[src/rtl/lyr_pkg.sv]
package lyr_pkg;

  localparam int BLK_DIM   = 4;
  localparam int BLK_SHIFT = 2;

  typedef enum logic [2:0] {
    PF_W32   = 3'd0,
    PF_RGB24 = 3'd1,
    PF_W16   = 3'd2,
    PF_W8    = 3'd3,
    PF_BLK4  = 3'd4,
    PF_BLK6  = 3'd5,
    PF_BLK6A = 3'd6,
    PF_RSVD  = 3'd7
  } pix_fmt_e;

  typedef enum logic {
    WK_IDLE = 1'b0,
    WK_RUN  = 1'b1
  } wk_state_e;

  // Bytes per pixel for plain formats, bytes per 4x4 tile for tiled ones
  function automatic logic [3:0] unit_bytes(input logic [2:0] f);
    case (pix_fmt_e'(f))
      PF_W32:   return 4'd4;
      PF_RGB24: return 4'd3;
      PF_W16:   return 4'd2;
      PF_W8:    return 4'd1;
      PF_BLK4:  return 4'd8;
      PF_BLK6:  return 4'd12;
      PF_BLK6A: return 4'd12;
      default:  return 4'd1;
    endcase
  endfunction

  function automatic logic is_tiled(input logic [2:0] f);
    return (f == PF_BLK4) || (f == PF_BLK6) || (f == PF_BLK6A);
  endfunction

endpackage

[src/rtl/lyr_cfg_shadow.sv]
module lyr_cfg_shadow #(
  parameter int ADDR_W   = 32,
  parameter int STRIDE_W = 16,
  parameter int SIZE_W   = 16
) (
  input  logic                clk,
  input  logic                rst,
  input  logic                protect,
  input  logic                commit,
  input  logic [ADDR_W-1:0]   live_base,
  input  logic [STRIDE_W-1:0] live_stride,
  input  logic [SIZE_W-1:0]   live_xsize,
  input  logic [SIZE_W-1:0]   live_ysize,
  input  logic [2:0]          live_fmt,
  input  logic                live_long,
  output logic [ADDR_W-1:0]   sh_base,
  output logic [STRIDE_W-1:0] sh_stride,
  output logic [SIZE_W-1:0]   sh_xsize,
  output logic [SIZE_W-1:0]   sh_ysize,
  output logic [2:0]          sh_fmt,
  output logic                sh_long
);

  logic take;
  assign take = !protect || commit;

  always_ff @(posedge clk) begin
    if (rst) begin
      sh_base   <= '0;
      sh_stride <= '0;
      sh_xsize  <= '0;
      sh_ysize  <= '0;
      sh_fmt    <= '0;
      sh_long   <= 1'b0;
    end else if (take) begin
      sh_base   <= live_base;
      sh_stride <= live_stride;
      sh_xsize  <= live_xsize;
      sh_ysize  <= live_ysize;
      sh_fmt    <= live_fmt;
      sh_long   <= live_long;
    end
  end


  shadow_hold_chk: assert property (@(posedge clk) disable iff (rst)
    (protect && !commit) |=> ($stable(sh_base) && $stable(sh_stride) &&
                              $stable(sh_xsize) && $stable(sh_ysize) &&
                              $stable(sh_fmt) && $stable(sh_long)));

endmodule

[src/rtl/lyr_line_geom.sv]
module lyr_line_geom
  import lyr_pkg::*;
#(
  parameter int SIZE_W = 16,
  parameter int LB_W   = SIZE_W + 4
) (
  input  logic [SIZE_W-1:0] xsize,
  input  logic [SIZE_W-1:0] ysize,
  input  logic [2:0]        fmt,
  output logic [LB_W-1:0]   row_bytes,
  output logic [SIZE_W-1:0] rows
);

  logic [SIZE_W:0]   x_up, y_up;
  logic [SIZE_W-1:0] units;
  logic [3:0]        ub;
  logic              tiled;

  always_comb begin
    ub    = unit_bytes(fmt);
    tiled = is_tiled(fmt);
    x_up  = (SIZE_W+1)'(xsize) + (SIZE_W+1)'(BLK_DIM - 1);
    y_up  = (SIZE_W+1)'(ysize) + (SIZE_W+1)'(BLK_DIM - 1);
    units = tiled ? SIZE_W'(x_up >> BLK_SHIFT) : xsize;
    rows  = tiled ? SIZE_W'(y_up >> BLK_SHIFT) : ysize;
    row_bytes = LB_W'(units) * LB_W'(ub);
  end

endmodule

[src/rtl/lyr_burst_walker.sv]
module lyr_burst_walker
  import lyr_pkg::*;
#(
  parameter int ADDR_W      = 32,
  parameter int STRIDE_W    = 16,
  parameter int SIZE_W      = 16,
  parameter int LB_W        = SIZE_W + 4,
  parameter int LONG_BYTES  = 64,
  parameter int SHORT_BYTES = 16,
  parameter int LEN_W       = $clog2(LONG_BYTES) + 1
) (
  input  logic                clk,
  input  logic                rst,
  input  logic                frame_start,
  input  logic [ADDR_W-1:0]   base,
  input  logic [STRIDE_W-1:0] stride,
  input  logic                long_burst,
  input  logic [LB_W-1:0]     row_bytes,
  input  logic [SIZE_W-1:0]   rows,
  input  logic                req_ready,
  output logic                req_valid,
  output logic [ADDR_W-1:0]   req_addr,
  output logic [LEN_W-1:0]    req_len,
  output logic                frame_done
);

  wk_state_e           state;
  logic [ADDR_W-1:0]   row_addr;
  logic [STRIDE_W-1:0] stride_q;
  logic [LB_W-1:0]     row_bytes_q;
  logic [LB_W-1:0]     rem;
  logic [SIZE_W-1:0]   rows_left;
  logic [LEN_W-1:0]    maxb_q;
  logic [LEN_W-1:0]    maxb_new;
  logic [ADDR_W-1:0]   next_row;

  function automatic logic [LEN_W-1:0] clip(input logic [LB_W-1:0] v,
                                            input logic [LEN_W-1:0] m);
    if (v > LB_W'(m)) return m;
    return LEN_W'(v);
  endfunction

  assign maxb_new = long_burst ? LEN_W'(LONG_BYTES) : LEN_W'(SHORT_BYTES);
  assign next_row = row_addr + ADDR_W'(stride_q);

  always_ff @(posedge clk) begin
    if (rst) begin
      state       <= WK_IDLE;
      req_valid   <= 1'b0;
      req_addr    <= '0;
      req_len     <= '0;
      frame_done  <= 1'b0;
      row_addr    <= '0;
      stride_q    <= '0;
      row_bytes_q <= '0;
      rem         <= '0;
      rows_left   <= '0;
      maxb_q      <= '0;
    end else begin
      frame_done <= 1'b0;
      case (state)
        WK_IDLE: begin
          if (frame_start) begin
            stride_q    <= stride;
            row_bytes_q <= row_bytes;
            maxb_q      <= maxb_new;
            if (row_bytes == '0 || rows == '0) begin
              frame_done <= 1'b1;
            end else begin
              req_addr  <= base;
              row_addr  <= base;
              rem       <= row_bytes;
              rows_left <= rows;
              req_len   <= clip(row_bytes, maxb_new);
              req_valid <= 1'b1;
              state     <= WK_RUN;
            end
          end
        end
        WK_RUN: begin
          if (req_ready) begin
            if (rem > LB_W'(maxb_q)) begin
              req_addr <= req_addr + ADDR_W'(maxb_q);
              rem      <= rem - LB_W'(maxb_q);
              req_len  <= clip(rem - LB_W'(maxb_q), maxb_q);
            end else if (rows_left == SIZE_W'(1)) begin
              req_valid  <= 1'b0;
              frame_done <= 1'b1;
              state      <= WK_IDLE;
            end else begin
              row_addr  <= next_row;
              req_addr  <= next_row;
              rem       <= row_bytes_q;
              rows_left <= rows_left - SIZE_W'(1);
              req_len   <= clip(row_bytes_q, maxb_q);
            end
          end
        end
        default: state <= WK_IDLE;
      endcase
    end
  end


  req_hold_chk: assert property (@(posedge clk) disable iff (rst)
    (req_valid && !req_ready) |=> (req_valid && $stable(req_addr) && $stable(req_len)));


  len_range_chk: assert property (@(posedge clk) disable iff (rst)
    req_valid |-> (req_len != '0 && req_len <= LEN_W'(LONG_BYTES)));


  done_pulse_chk: assert property (@(posedge clk) disable iff (rst)
    frame_done |=> !frame_done);


  done_excl_chk: assert property (@(posedge clk) disable iff (rst)
    frame_done |-> !req_valid);


  busy_start_chk: assert property (@(posedge clk) disable iff (rst)
    (req_valid && !req_ready && frame_start) |=> $stable(req_addr));

endmodule

[src/rtl/lyr_fetch_addrgen.sv]
module lyr_fetch_addrgen #(
  parameter int ADDR_W      = 32,
  parameter int STRIDE_W    = 16,
  parameter int SIZE_W      = 16,
  parameter int BEAT_BYTES  = 4,
  parameter int LONG_BEATS  = 16,
  parameter int SHORT_BEATS = 4,
  localparam int LONG_BYTES  = BEAT_BYTES * LONG_BEATS,
  localparam int SHORT_BYTES = BEAT_BYTES * SHORT_BEATS,
  localparam int LEN_W       = $clog2(LONG_BYTES) + 1,
  localparam int LB_W        = SIZE_W + 4
) (
  input  logic                clk,
  input  logic                rst,
  input  logic [ADDR_W-1:0]   cfg_base,
  input  logic [STRIDE_W-1:0] cfg_stride,
  input  logic [SIZE_W-1:0]   cfg_xsize,
  input  logic [SIZE_W-1:0]   cfg_ysize,
  input  logic [2:0]          cfg_fmt,
  input  logic                cfg_long_burst,
  input  logic                cfg_protect,
  input  logic                frame_start,
  output logic                req_valid,
  input  logic                req_ready,
  output logic [ADDR_W-1:0]   req_addr,
  output logic [LEN_W-1:0]    req_len,
  output logic                frame_done
);

  logic [ADDR_W-1:0]   sh_base;
  logic [STRIDE_W-1:0] sh_stride;
  logic [SIZE_W-1:0]   sh_xsize, sh_ysize;
  logic [2:0]          sh_fmt;
  logic                sh_long;
  logic [LB_W-1:0]     row_bytes;
  logic [SIZE_W-1:0]   rows;

  lyr_cfg_shadow #(
    .ADDR_W(ADDR_W), .STRIDE_W(STRIDE_W), .SIZE_W(SIZE_W)
  ) shadow_i (
    .clk(clk), .rst(rst), .protect(cfg_protect), .commit(frame_done),
    .live_base(cfg_base), .live_stride(cfg_stride), .live_xsize(cfg_xsize),
    .live_ysize(cfg_ysize), .live_fmt(cfg_fmt), .live_long(cfg_long_burst),
    .sh_base(sh_base), .sh_stride(sh_stride), .sh_xsize(sh_xsize),
    .sh_ysize(sh_ysize), .sh_fmt(sh_fmt), .sh_long(sh_long)
  );

  lyr_line_geom #(
    .SIZE_W(SIZE_W), .LB_W(LB_W)
  ) geom_i (
    .xsize(sh_xsize), .ysize(sh_ysize), .fmt(sh_fmt),
    .row_bytes(row_bytes), .rows(rows)
  );

  lyr_burst_walker #(
    .ADDR_W(ADDR_W), .STRIDE_W(STRIDE_W), .SIZE_W(SIZE_W), .LB_W(LB_W),
    .LONG_BYTES(LONG_BYTES), .SHORT_BYTES(SHORT_BYTES), .LEN_W(LEN_W)
  ) walker_i (
    .clk(clk), .rst(rst), .frame_start(frame_start),
    .base(sh_base), .stride(sh_stride), .long_burst(sh_long),
    .row_bytes(row_bytes), .rows(rows),
    .req_ready(req_ready), .req_valid(req_valid), .req_addr(req_addr),
    .req_len(req_len), .frame_done(frame_done)
  );


  reset_quiet_chk: assert property (@(posedge clk)
    $past(rst) |-> (!req_valid && !frame_done));

endmodule

[config.mk]
export PLATFORM = sky130hd
export DESIGN_NAME = lyr_fetch_addrgen
export DESIGN_NICKNAME = d
export VERILOG_FILES = /design/src/rtl/lyr_pkg.sv /design/src/rtl/lyr_cfg_shadow.sv /design/src/rtl/lyr_line_geom.sv /design/src/rtl/lyr_burst_walker.sv /design/src/rtl/lyr_fetch_addrgen.sv
export SDC_FILE = /design/constraint.sdc
export NUM_CORES = 1
export LEC_CHECK = 0
export BUFFER_PORTS_ARGS = -buffer_cell sky130_fd_sc_hd__buf_2
export CAP_MARGIN = 0
export CELL_PAD_IN_SITES_DETAIL_PLACEMENT = 0
export CELL_PAD_IN_SITES_GLOBAL_PLACEMENT = 1
export CORE_MARGIN = 8
export CORE_UTILIZATION = 40
export DETAILED_ROUTE_END_ITERATION = 7
export PLACE_DENSITY_LB_ADDON = 0.12
export SYNTH_ARGS = -nofsm -noshare
export SYNTH_HDL_FRONTEND = slang
export SYNTH_SLANG_ARGS = --single-unit
[constraint.sdc]
create_clock -name clk -period 15.65 [get_ports clk]
set_input_delay 2.3475 -clock clk [delete_from_list [all_inputs] [get_ports clk]]
set_output_delay 2.3475 -clock clk [all_outputs]
set_load 0.005 [all_outputs]
== After elaboration in Yosys (flattened, before gate mapping) ==
Index checks and enable logic that the tools add are counted.

* Equality and inequality tests: 13
* $add $sub $neg: 6
* Multiplexer cells: 71
* Multipliers: 1
* Reductions and logical operators: 13
* Order comparisons: 4
* Bitwise operators: 1

{| class="wikitable"
|+ Operators by type and width
! operator !! number
|-
| two-way mux 32 bit || 7
|-
| one-hot mux 32 bit (2 select lines) || 2
|-
| two-way mux 16 bit || 7
|-
| two-way mux 20 bit || 5
|-
| two-way mux 7 bit || 12
|-
| > comparator 20 x 7 -> 1 bit || 4
|-
| one-hot mux 20 bit (2 select lines) || 1
|-
| adder 16 x 2 -> 17 bit (second input constant) || 2
|-
| adder 32 x 16 -> 32 bit || 1
|-
| adder 32 x 7 -> 32 bit || 1
|-
| one-hot mux 16 bit (2 select lines) || 1
|-
| two-way mux 1 bit || 31
|-
| logical NOT 20 bit || 1
|-
| multiplier 16 x 4 -> 20 bit || 1
|-
| one-hot mux 4 bit (5 select lines) || 1
|-
| subtractor 20 x 7 -> 20 bit || 1
|-
| == test 16 x 1 -> 1 bit (second input constant) || 1
|-
| logical NOT 16 bit || 1
|-
| subtractor 16 x 1 -> 16 bit (second input constant) || 1
|-
| one-hot mux 7 bit (2 select lines) || 1
|-
| inequality test 2 bit (second input constant) || 6
|-
| AND reduction 5 bit || 2
|-
| == test 3 bit (second input constant) || 3
|-
| one-hot mux 1 bit (2 select lines) || 3
|-
| 10 further kinds || 13
|}

* Word-level logic and storage cells: 126
* Output and inout bits: 41
* Bits in registers: 237
* Bits of input ports: 89

== Logic depth before layout (Yosys ltp) ==
* Word-level depth: 15
* Depth in mapped cells: 27
* Depth with buffers taken out: 23

== By module ==
A second synthesis with hierarchy kept.

* Cells, all modules: 2040
* Area total of the unflattened synthesis: 15907.8 sq um

{| class="wikitable"
|+ By module, submodules not included
! module !! area each (sq um) !! cells each !! instances
|-
| lyr_burst_walker || 9217.6 || 1236 || 1
|-
| lyr_cfg_shadow || 3828.7 || 382 || 1
|-
| lyr_line_geom || 2861.5 || 422 || 1
|}

== Worst setup path after synthesis ==
Ideal clock, no wire load.

* Path kind: register -> register
* From: reg shadow_i.sh_xsize[2]
* To: reg walker_i.req_len[6]
* Data required time: 15559 ps
* Cell stages (with the launch flop): 25
* Period minus slack after synthesis: 6003 ps
* Slack: 9647 ps
* Data arrival time: 5912 ps
* Path buffers: 2
* Cell sequence: dfxtp_1 clkbuf_1 o211ai_1 nor2_1 nand4_1 or2_2 nor2_1 nand2_1 xor2_1 nor2_1 fa_1 inv_1 fa_1 inv_1 ha_1 a21oi_1 a21oi_1 a311oi_2 nand2_1 or3_4 a311oi_4 and4_1 clkbuf_1 mux2_2 a311oi_1

* Word-level cells in the longest chain between the ends: 13

{| class="wikitable"
|+ Ends and longest elaborated chain
! element !! line !! source
|-
| from (decl) || lyr_cfg_shadow.sv:18 || <nowiki>output logic [SIZE_W-1:0] sh_xsize,</nowiki>
|-
| from (signal assigned) || lyr_cfg_shadow.sv:38 || <nowiki>sh_xsize <= live_xsize;</nowiki>
|-
| adder 16 x 2 -> 17 bit || lyr_line_geom.sv:22 || <nowiki>x_up = (SIZE_W+1)'(xsize) + (SIZE_W+1)'(BLK_DIM - 1);</nowiki>
|-
| two-way mux 16 bit * || lyr_line_geom.sv:24 || <nowiki>units = tiled ? SIZE_W'(x_up >> BLK_SHIFT) : xsize;</nowiki>
|-
| multiplier 16 x 4 -> 20 bit * || lyr_line_geom.sv:26 || <nowiki>row_bytes = LB_W'(units) * LB_W'(ub);</nowiki>
|-
| > comparator 20 x 7 -> 1 bit || lyr_burst_walker.sv:39 || <nowiki>if (v > LB_W'(m)) return m;</nowiki>
|-
| two-way mux 1 bit || lyr_burst_walker.sv:39 ||
|-
| two-way mux 1 bit || lyr_burst_walker.sv:67 || <nowiki>if (row_bytes == '0 || rows == '0) begin</nowiki>
|-
| two-way mux 1 bit || lyr_burst_walker.sv:63 || <nowiki>if (frame_start) begin</nowiki>
|-
| two-way mux 1 bit || lyr_burst_walker.sv:61 || <nowiki>case (state)</nowiki>
|-
| two-way mux 1 bit || lyr_burst_walker.sv:47 || <nowiki>if (rst) begin</nowiki>
|-
| two-way mux 7 bit || lyr_burst_walker.sv:40 || <nowiki>return LEN_W'(v);</nowiki>
|-
| two-way mux 7 bit || lyr_burst_walker.sv:67 ||
|-
| two-way mux 7 bit || lyr_burst_walker.sv:63 ||
|-
| one-hot mux 7 bit (2 select lines) || lyr_burst_walker.sv:61 ||
|-
| to (signal assigned) || lyr_burst_walker.sv:74 || <nowiki>req_len <= clip(row_bytes, maxb_new);</nowiki>
|-
| to (signal assigned) || lyr_burst_walker.sv:85 || <nowiki>req_len <= clip(rem - LB_W'(maxb_q), maxb_q);</nowiki>
|-
| to (signal assigned) || lyr_burst_walker.sv:95 || <nowiki>req_len <= clip(row_bytes_q, maxb_q);</nowiki>
|-
| to (decl) || lyr_burst_walker.sv:23 || <nowiki>output logic [LEN_W-1:0] req_len,</nowiki>
|}

Mark *: on every way between the ends. The rest lies on a longest branch, timed or not. The select of a mux whose other input is x is not followed.
A chain may end at the register's enable or synchronous reset.

== Final worst setup path ==
* From: reg shadow_i.sh_xsize[0]
* To: reg walker_i.rem[7]

* Word-level cells in the longest chain between the ends: 7

{| class="wikitable"
|+ Ends and longest elaborated chain
! element !! line !! source
|-
| adder 16 x 2 -> 17 bit || lyr_line_geom.sv:22 ||
|-
| two-way mux 16 bit * || lyr_line_geom.sv:24 ||
|-
| multiplier 16 x 4 -> 20 bit * || lyr_line_geom.sv:26 ||
|-
| logical NOT 20 bit || lyr_burst_walker.sv:67 ||
|-
| logical OR 1 bit || lyr_burst_walker.sv:67 ||
|-
| inequality test 2 bit (no line) || -- ||
|-
| AND reduction 4 bit (no line) || -- ||
|-
| to (signal assigned) || lyr_burst_walker.sv:72 || <nowiki>rem <= row_bytes;</nowiki>
|-
| to (signal assigned) || lyr_burst_walker.sv:84 || <nowiki>rem <= rem - LB_W'(maxb_q);</nowiki>
|-
| to (signal assigned) || lyr_burst_walker.sv:93 || <nowiki>rem <= row_bytes_q;</nowiki>
|-
| to (decl) || lyr_burst_walker.sv:31 || <nowiki>logic [LB_W-1:0] rem;</nowiki>
|}

Marks and branches as above.

==> Flow_metrics.wiki <==
{| class="wikitable"
! Metric !! Value
|-
| Post-cts repair resize count || 0
|-
| Critical path start-end classification || reg -> reg
|-
| Detailed placer's ending HPWL || 35.2 mm
|-
| CTS Hold Buffers Added || 0
|-
| Number of max-slew violations in the final report || 0
|-
| Top cells by area, synth || sky130_fd_sc_hd__dfxtp_1 30%, sky130_fd_sc_hd__nand2_1 9.1%, sky130_fd_sc_hd__a21oi_1 8.0%
|-
| Sink count of the clock tree || 232
|-
| Placer's final routability congestion estimate || 0.839
|-
| Setup TNS || 0 ps
|-
| Crit path max-delay cell type || sky130_fd_sc_hd__a41o_1
|-
| Number of nets in the final layout || 2291
|-
| Worst supply voltage drop on vdd || 0.0000782 V
|-
| Sequential cell area fraction in the yosys report || 0.297
|-
| Clock Skews || 20.3 ps
|-
| Cell total after placement || 2606
|-
| Kind of start point of the critical path || register
|-
| Class of the tightest hold or removal check || reg -> reg
|-
| Total I/O pin count || 130
|-
| Site Rows || 72
|-
| Logic depth of the worst register-to-register path || 23
|-
| Area inside the core boundary || 38600 um2
|-
| Total of endpoints with negative setup slack in the final report || 0
|-
| Total overflow reported by the global router || 0
|-
| Cell Count, Final, Fillers Out || 2656
|-
| Diode count || 0
|-
| Antenna violations before repair || 0
|-
| Number of synthesis warnings || 0
|-
| Post-CTS setup buffers || 0
|-
| Hold wc startpoint || shadow_i.sh_base[15]
|-
| Drt pass-1 iters || 6
|-
| Share of synthesized flip-flops with an asynchronous set or reset || 0
|-
| Slew headroom || 0.161
|-
| CP max FO || 42
|-
| Cell area power density || 110 nW/um2
|-
| Number of distinct library cells after synthesis || 84
|-
| Top_reg_cell synth || sky130_fd_sc_hd__dfxtp_1
|-
| Global-route wire length before repair || 79.9 mm
|-
| Max Root-Sink Buffers || 3
|-
| Mapped Cells || 2111
|-
| Hold path cells || 2
|-
| Vias in the first global route || 14286
|-
| Max-capacitance violation count || 0
|-
| Post-layout minimum cycle time || 8130 ps
|-
| Net count of the mapped netlist || 2283
|-
| Maximum number of pins on one net before global-route repair || 91
|-
| Die area || 45600 um2
|-
| Cell Chain, Critical Path || o211ai_1 -> nor2_1 -> nand4_1 -> or2_2 -> nor2_1 -> nand2_1 -> xor2_1 -> nor2_1 -> fa_1 -> inv_1 -> fa_1 -> inv_1 -> ha_1 -> nand3_1 -> nor4_1 -> nand2_1 -> a21boi_0 -> o2111ai_1 -> nor4_2 -> a41o_1 -> buf_4 -> nand2_2 -> o211a_1
|-
| Number of nets with antenna violations after detailed routing || 0
|-
| Period utilisation layout || 0.519
|-
| Synthesized area per cell || 7.40 um2
|-
| Most used cell, CP || sky130_fd_sc_hd__nor2_1
|-
| Latest clock arrival within the worst-skew pair || 560 ps
|-
| Final hold vios || 0
|-
| Number of buffers added by the clock tree synthesis step || 29
|-
| Growth of design area from synthesis to finish || 11.3%
|-
| Fraction of layout instances using a drive strength above 1 || 0.109
|-
| Vias per Instance || 5.73
|-
| Delay contributed by the slowest stage of the critical path || 840 ps
|-
| Post-synthesis cell type with the largest combined area || sky130_fd_sc_hd__dfxtp_1
|-
| Initial cell density of the core || 0.405
|-
| Fmax achieved || 123 MHz
|-
| Worst hold endpoint || shadow_i.sh_base[15]
|-
| Total of buffers placed on input and output ports || 129
|-
| CTS tree || done
|-
| Y dimension of the die || 214 um
|-
| Clock Pin Slew Worst Setup and Hold Paths || 60 ps
|-
| Final wirelength || 50.6 mm
|-
| Internal reg-to-reg setup slack || 7520 ps
|-
| # DRC || 0
|-
| Routed via count || 15224
|-
| Static power due to leakage || 6.75 nW
|-
| End of the worst register-to-register path || walker_i.rem[7]
|-
| Iteration-0 DRC Markers || 1246
|-
| Category of the worst setup path capture point || register
|-
| Worst R2R Start || shadow_i.sh_xsize[0]
|-
| Horiz. Die Dim || 214 um
|-
| Leading post-synthesis cells by instance count || 377 x sky130_fd_sc_hd__nand2_1, 250 x sky130_fd_sc_hd__a21oi_1, 232 x sky130_fd_sc_hd__dfxtp_1, 149 x sky130_fd_sc_hd__nor2_1, 126 x sky130_fd_sc_hd__clkbuf_1
|-
| Post-Synthesis Cell Area || 15600 um2
|-
| Critical Path AT || 8570 ps
|-
| Yosys top cell area share || 0.297
|-
| H-tree level count || 1
|-
| Unrepaired setup endpoints after global routing || false
|-
| Required time of the worst setup path || 16090 ps
|-
| Buffer type at the clock tree root || sky130_fd_sc_hd__clkbuf_16
|-
| Wire per inst || 19.1 um
|-
| Number of flops mapped to enable cells by yosys || 0
|-
| Hold slack final || 445 ps
|-
| Number of synthesized register bits || 232
|-
| Transition time of the tightest slew-check pin || 1250 ps
|-
| Leading cell type by number of instances after synthesis || sky130_fd_sc_hd__nand2_1
|-
| Overall global routing resource usage || 0.214
|-
| Run status || completed
|}
-- power breakdown --
group | internal (mW) | switching, mW | total [mW]
combinational | 0.190 | 0.322 | 0.512
sequential | 0.646 | 0.0694 | 0.716
clock | 0.419 | 0.267 | 0.686
-- worst max-delay path, delay by kind of cell, from the launching register on --
kind                     cells  cell delay, ps
AND/OR/NAND/NOR             11            3180
AO/OA/AOI/OAI                5            2070
buffers and inverters        3             560
flip-flops                   1             510
adder cells (fa/ha/maj)      3            1480
XOR/XNOR                     1             180
-- cell usage in the layout (no fill, tap or decap), types with 15 or more instances in the layout --
cell type,netlist,layout
sky130_fd_sc_hd__o21ai_0,53,53
sky130_fd_sc_hd__buf_4,2,18
sky130_fd_sc_hd__a21oi_1,250,250
sky130_fd_sc_hd__dfxtp_1,232,231
sky130_fd_sc_hd__nand3_1,66,66
sky130_fd_sc_hd__a21o_1,16,16
sky130_fd_sc_hd__and3_1,18,18
sky130_fd_sc_hd__clkbuf_16,0,29
sky130_fd_sc_hd__xor2_1,43,43
sky130_fd_sc_hd__buf_2,26,128
sky130_fd_sc_hd__a22oi_1,20,20
sky130_fd_sc_hd__a311oi_1,24,24
sky130_fd_sc_hd__inv_1,72,70
sky130_fd_sc_hd__nor2_1,149,147
sky130_fd_sc_hd__nor3_1,95,94
sky130_fd_sc_hd__xnor2_1,54,54
sky130_fd_sc_hd__fa_1,29,29
sky130_fd_sc_hd__o32ai_1,21,21
sky130_fd_sc_hd__ha_1,54,54
sky130_fd_sc_hd__nor2b_1,19,17
sky130_fd_sc_hd__o211ai_1,26,26
sky130_fd_sc_hd__nand4_1,26,26
sky130_fd_sc_hd__a211oi_1,46,46
sky130_fd_sc_hd__nand2_1,377,377
sky130_fd_sc_hd__a31oi_1,24,24
sky130_fd_sc_hd__mux2i_1,15,15
sky130_fd_sc_hd__and2_1,19,19
-- worst max-delay path by stage --
stage | slack (ps) | depth (start not counted) | endpoint | from
final | 7520 | 23 | walker_i.rem[7] | shadow_i.sh_xsize[0]
after global routing | 6940 | 22 | walker_i.req_addr[29] | shadow_i.sh_xsize[2]
after CTS | 7620 | 23 | walker_i.rem[7] | shadow_i.sh_xsize[0]
after detailed placement | 7640 | 24 | walker_i.rem[7] | shadow_i.sh_xsize[0]
after global placement | 7750 | 23 | walker_i.rem[7] | shadow_i.sh_xsize[2]
after floorplan | 9650 | 24 | walker_i.req_len[6] | shadow_i.sh_xsize[2]
-- area by class of cell --
type,count,area (um2)
well taps,518,648
clock buffers,41,841
inverters,72,270
repair buffers,147,787
fillers,4113,21200
multi-input cells,1637,10100
clock inverters,9,124
flip-flops and latches,232,4650
-- per-layer routing --
metal	track usage	wire length, um	part of all wire
met5	0	0	0
met4	0.0605	1370	0.027
met3	0.0273	2590	0.051
met2	0.335	22500	0.44
met1	0.306	24200	0.48
-- through the flow --
stage | utilization | total power [mW] | worst slack [ps] | instance area (um2)
4_1_cts | 0.451 | 1.93 | 7620 | 17400
3_3_place_gp | 0.426 | 1.23 | 7750 | 16400
6_report | 0.451 | 1.91 | 7520 | 17400
5_1_grt | 0.451 | 2.02 | 6940 | 17400
2_1_floorplan | - | 1.08 | 9650 | 15600
3_5_place_dp | 0.426 | 1.24 | 7640 | 16400
-- sequential cells by signal, summed over array words and instances, names as in the netlist --
name	flops
shadow_i.sh_base	32
walker_i.state	1
shadow_i.sh_fmt	3
shadow_i.sh_ysize	16
walker_i.req_addr	32
walker_i.frame_done	1
shadow_i.sh_long	1
walker_i.stride_q	16
shadow_i.sh_xsize	16
walker_i.row_bytes_q	20
walker_i.rows_left	16
walker_i.req_len	7
walker_i.req_valid	1
walker_i.row_addr	32
walker_i.rem	20
shadow_i.sh_stride	16
walker_i.maxb_q	2
-- cell families after synthesis --
logic type	after synthesis	synth area share
fa+ha+maj	83	0.0804
buf+inv	242	0.0613
compound gates	593	0.248
flops	232	0.297
simple gates	844	0.246
mux	19	0.0125
other cells	1	0.000240
xor+xnor	97	0.0544
Power figures use the tool's default switching activity.
